File: src/rtl/mac48_unit.sv
module mac48_unit #(
  parameter int OPW  = 32,
  parameter int ACW  = 48,
  parameter int FRAC = 16
) (
  input  logic           clk,
  input  logic           rst_n,
  input  logic           op_valid,
  input  logic [1:0]     op_code,
  input  logic           op_signed,
  input  logic [1:0]     op_rmode,
  input  logic [OPW-1:0] op_a,
  input  logic [OPW-1:0] op_b,
  output logic           out_valid,
  output logic [OPW-1:0] out_data,
  output logic           ovf
);
  localparam int EXT = ACW - OPW;
  localparam logic [ACW:0] HALF = (ACW+1)'(1) << (FRAC-1);
  localparam logic [OPW-1:0] SMAX = {1'b0, {(OPW-1){1'b1}}};
  localparam logic [OPW-1:0] SMIN = {1'b1, {(OPW-1){1'b0}}};

  logic           s1_v, s1_sgn;
  logic [1:0]     s1_op, s1_rm;
  logic [ACW-1:0] s1_a, s1_b;
  logic           s2_v, s2_sgn;
  logic [1:0]     s2_op, s2_rm;
  logic [ACW-1:0] s2_prod;
  logic [ACW-1:0] acc;
  logic           s3_v;
  logic [1:0]     s3_rm;
  logic [ACW-1:0] s3_snap;
  logic           s4_v;
  logic [OPW-1:0] s4_data;

  wire            is_sub = s2_op[0];
  wire [ACW:0]    add_w  = {1'b0, acc} + {1'b0, s2_prod};
  wire [ACW:0]    sub_w  = {1'b0, acc} - {1'b0, s2_prod};
  wire [ACW:0]    res_w  = is_sub ? sub_w : add_w;
  wire            sa = acc[ACW-1], sp = s2_prod[ACW-1], sr = res_w[ACW-1];
  wire            s_ov = is_sub ? (sa != sp) && (sr != sa) : (sa == sp) && (sr != sa);
  wire            wrap = s2_sgn ? s_ov : res_w[ACW];

  wire [ACW:0]    rnd_w  = {1'b0, s3_snap} + HALF;
  wire [ACW-OPW:0] hi    = s3_snap[ACW-1:OPW-1];
  wire            fits   = (hi == '0) || (hi == '1);
  logic [OPW-1:0] red;

  always_comb begin
    unique case (s3_rm)
      2'b01:   red = rnd_w[FRAC+OPW-1:FRAC];
      2'b10:   red = fits ? s3_snap[OPW-1:0] : (s3_snap[ACW-1] ? SMIN : SMAX);
      default: red = s3_snap[OPW-1:0];
    endcase
  end

  always_ff @(posedge clk or negedge rst_n) begin
    if (!rst_n) begin
      s1_v <= 1'b0; s1_sgn <= 1'b0; s1_op <= '0; s1_rm <= '0; s1_a <= '0; s1_b <= '0;
      s2_v <= 1'b0; s2_sgn <= 1'b0; s2_op <= '0; s2_rm <= '0; s2_prod <= '0;
      acc <= '0; ovf <= 1'b0;
      s3_v <= 1'b0; s3_rm <= '0; s3_snap <= '0;
      s4_v <= 1'b0; s4_data <= '0;
      out_valid <= 1'b0; out_data <= '0;
    end else begin
      s1_v   <= op_valid;
      s1_op  <= op_code;
      s1_sgn <= op_signed;
      s1_rm  <= op_rmode;
      s1_a   <= op_signed ? {{EXT{op_a[OPW-1]}}, op_a} : {{EXT{1'b0}}, op_a};
      s1_b   <= op_signed ? {{EXT{op_b[OPW-1]}}, op_b} : {{EXT{1'b0}}, op_b};

      s2_v    <= s1_v;
      s2_op   <= s1_op;
      s2_sgn  <= s1_sgn;
      s2_rm   <= s1_rm;
      s2_prod <= s1_a * s1_b;

      s3_v  <= s2_v && (s2_op == 2'b11);
      s3_rm <= s2_rm;
      if (s2_v) begin
        unique case (s2_op)
          2'b00, 2'b01: begin
            acc <= res_w[ACW-1:0];
            if (wrap) ovf <= 1'b1;
          end
          2'b10: begin
            acc <= '0;
            ovf <= 1'b0;
          end
          default: s3_snap <= acc;
        endcase
      end

      s4_v    <= s3_v;
      s4_data <= s3_v ? red : '0;

      out_valid <= s4_v;
      out_data  <= s4_data;
    end
  end
endmodule


File: config.mk
export PLATFORM = sky130hd
export DESIGN_NAME = mac48_unit
export DESIGN_NICKNAME = d
export VERILOG_FILES = /design/src/rtl/mac48_unit.sv
export SDC_FILE = /design/constraint.sdc
export NUM_CORES = 2
export LEC_CHECK = 0
export ABC_AREA = 1
export BUFFER_PORTS_ARGS = -buffer_cell sky130_fd_sc_hd__buf_2
export CAP_MARGIN = 20
export CORE_AREA = 8 8 296 298
export CTS_BUF_LIST = sky130_fd_sc_hd__clkbuf_16
export CTS_CLUSTER_SIZE = 8
export DETAILED_ROUTE_END_ITERATION = 7
export DIE_AREA = 0 0 304 306
export PLACE_DENSITY = 0.76
export SLEW_MARGIN = 30
export SYNTH_ARGS = -nofsm -noshare
export SYNTH_HDL_FRONTEND = slang
export SYNTH_SLANG_ARGS = --single-unit
File: constraint.sdc
create_clock -name clk -period 11.2 [get_ports clk]
set_input_delay 0.56 -clock clk [delete_from_list [all_inputs] [get_ports clk]]
set_output_delay 0.56 -clock clk [all_outputs]
set_load 0.01 [all_outputs]
==> qor.yml <==
synth.area.top_cells: "fa_1 (38%), dfrtp_1 (15%), inv_1 (15%)"
startpoint_type: "flop"
arrival_ns: 9.02
finalHoldViolCount: 0
htreeDepth: 2
root_buffer: "clkbuf_16"
worst_setup_path_end_kind: "flop"
synthFlopType: "dfrtp_1"
synthDistinctLibCells: 58
n_antenna_cell: 0
core_mm2: 0.0829
cpMostUsedCell: "fa_1"
tightest_slew_ns: 1.03
ctsLongestPathBuffers: 3
numClockSinks: 292
setup_viol: 0
antenna_found_initial: 1
critPathMaxStageDelay_ns: 0.86
syn_nets: 7479
grt_max_degree: 118
synth.most_common_cell: "inv_1"
start_util_pct: 59.3
synth-edff-count: 0
ys_top_cells_by_count: "inv_1 (1,934), nand2_1 (1,455), fa_1 (932)"
crit_buf_inv: 8
clock_skew_ns: 0.0419
clkLatencyLatePin_ns: 0.63
fmax_ghz: 0.117
crit_type: "reg -> reg"
synth_area_leader_cell: "fa_1"
synthCells: 6222
yosysSeqAreaShare_pct: 14.9
first_pass_iters: 6
cap_violations: 0
drive_gt1_share_pct: 4.49
place_hpwl_mm: 111
post_cts_buffers: 0
post-route-period-util_pct: 76.1
port_buffers: 105
status: "completed"
vias_per_cell: 5.27
synthArstFlopShare_pct: 100
drcViolationCount: 0
critPathSlowestCell: "dfrtp_1"
die-area_mm2: 0.0930
path_max_fanout: 18
cts_tree: "done"
nets: 7465
wire_per_inst_um: 18.6
synth_top_area_share_pct: 38.0
drtIter0Drc: 2865
required_ns: 11.70
gp_congestion: 0.961
grtUsageTotal_pct: 30.0
grt_pass1_vias: 41800
synth_area_per_cell_um2: 7.90
row_count: 106
overflow: 0
die_w_um: 304
hp-class: "in -> reg"
syn-cell-area_mm2: 0.0491
yosysWarnings: 0
drt_wl_total_mm: 136
cts_resized: 0
fp.dieH_um: 306
grt_setup_unrepaired: "false"
hold_slack_ns: 0.0377
drv_slew: 0
grt_pass1_wl_mm: 221
crit_family: "adder cells"
timing.setup.tns_ns: 0
cts_buffers: 44
vias: 38500
ant_nets: 0
maxSlewHeadroom_pct: 31.2
path_clk_slew_ns: 0.06
r2r_slack_ns: 2.68
layout_min_cycle_time_ns: 8.52
ys_ff_latch: 292
ios: 106
syn_to_final_growth_pct: 5.94
path summary, 6_finish.rpt:
path,from,endpoint,cells past startpoint
setup / recovery,s1_a[17],s2_prod[44],27
min in group asynchronous,rst_n,s2_rm[0],2
max in group asynchronous,rst_n,s1_a[2],4
setup reg to reg,s1_a[17],s2_prod[44],27
hold / removal,op_b[0],s1_b[0],1
hold reg to reg,s4_data[22],out_data[22],0
cells in the final DEF, fill, tap and decap left out, types with 81 or more instances in the layout:
cell type	instances
a21oi_1	149
fa_1	932
ha_1	253
dfrtp_1	289
o21ai_0	167
nand3_1	110
xor2_1	81
buf_2	104
nand2_1	1455
nor2_1	218
inv_1	1938
metrics by stage:
step	instances	area [um^2]	util, %	setup WS (ns)
5_1_grt	7299	52100	62.8	2.33
3_5_place_dp	7210	50500	60.9	2.76
3_3_place_gp	7210	50500	60.9	2.77
2_1_floorplan	6222	49100	-	4.00
6_report	7299	52100	62.8	2.68
4_1_cts	7297	52000	62.8	2.73
area by class of cell:
cell class / count / area, um^2
multi-input combinational: 3718 / 33500
fill: 7142 / 30800
inverter: 1957 / 7350
sequential: 292 / 7310
tap: 1080 / 1350
timing repair buffer: 195 / 1310
clock buffer: 44 / 1100
clock inverter: 13 / 135
state kept, by name, summed over array words and instances (netlist names):
register and count:
s4_v 1, s2_sgn 1, s1_op 2, s2_op 2, s3_rm 2, s2_prod 48
ovf 1, s1_a 33, acc 48, s4_data 32, out_data 32, s3_v 1
s3_snap 48, s1_b 33, out_valid 1, s1_sgn 1, s1_v 1, s2_v 1
s1_rm 2, s2_rm 2
worst register-to-register path: cells and delay by family, from the launching register on:
kind	cells	cell delay, ns
simple gates	6	1.29
buf+inv	8	0.82
compound gates	2	0.32
fa+ha+maj	10	4.96
flops	1	0.86
xor+xnor	1	0.15
metal layers:
layer	vias up	routed length [um]	track usage [%]
met5	-	13	0
met4	2	6680	13.3
met3	389	10800	5.53
met2	1570	66800	52.5
met1	18900	51600	36.1
li1	17600	-	-
cell families after synthesis:
family,Yosys count,synth area share (%)
compound gates,484,5.56
xor+xnor,144,2.57
fa+ha+maj,1185,44.4
buf+inv,2212,17.0
flops,292,14.9
simple gates,1905,15.7
what timing repair did:
action | in CTS | in global routing
hold buffers | 30 | 1
hold endpoints to repair | 30 | 62
endpoints found under the setup margin | 0 | 0
Power is left out: the tool's default activity adds up to more than one toggle a clock period on the data nets, which glitch-free logic cannot reach.
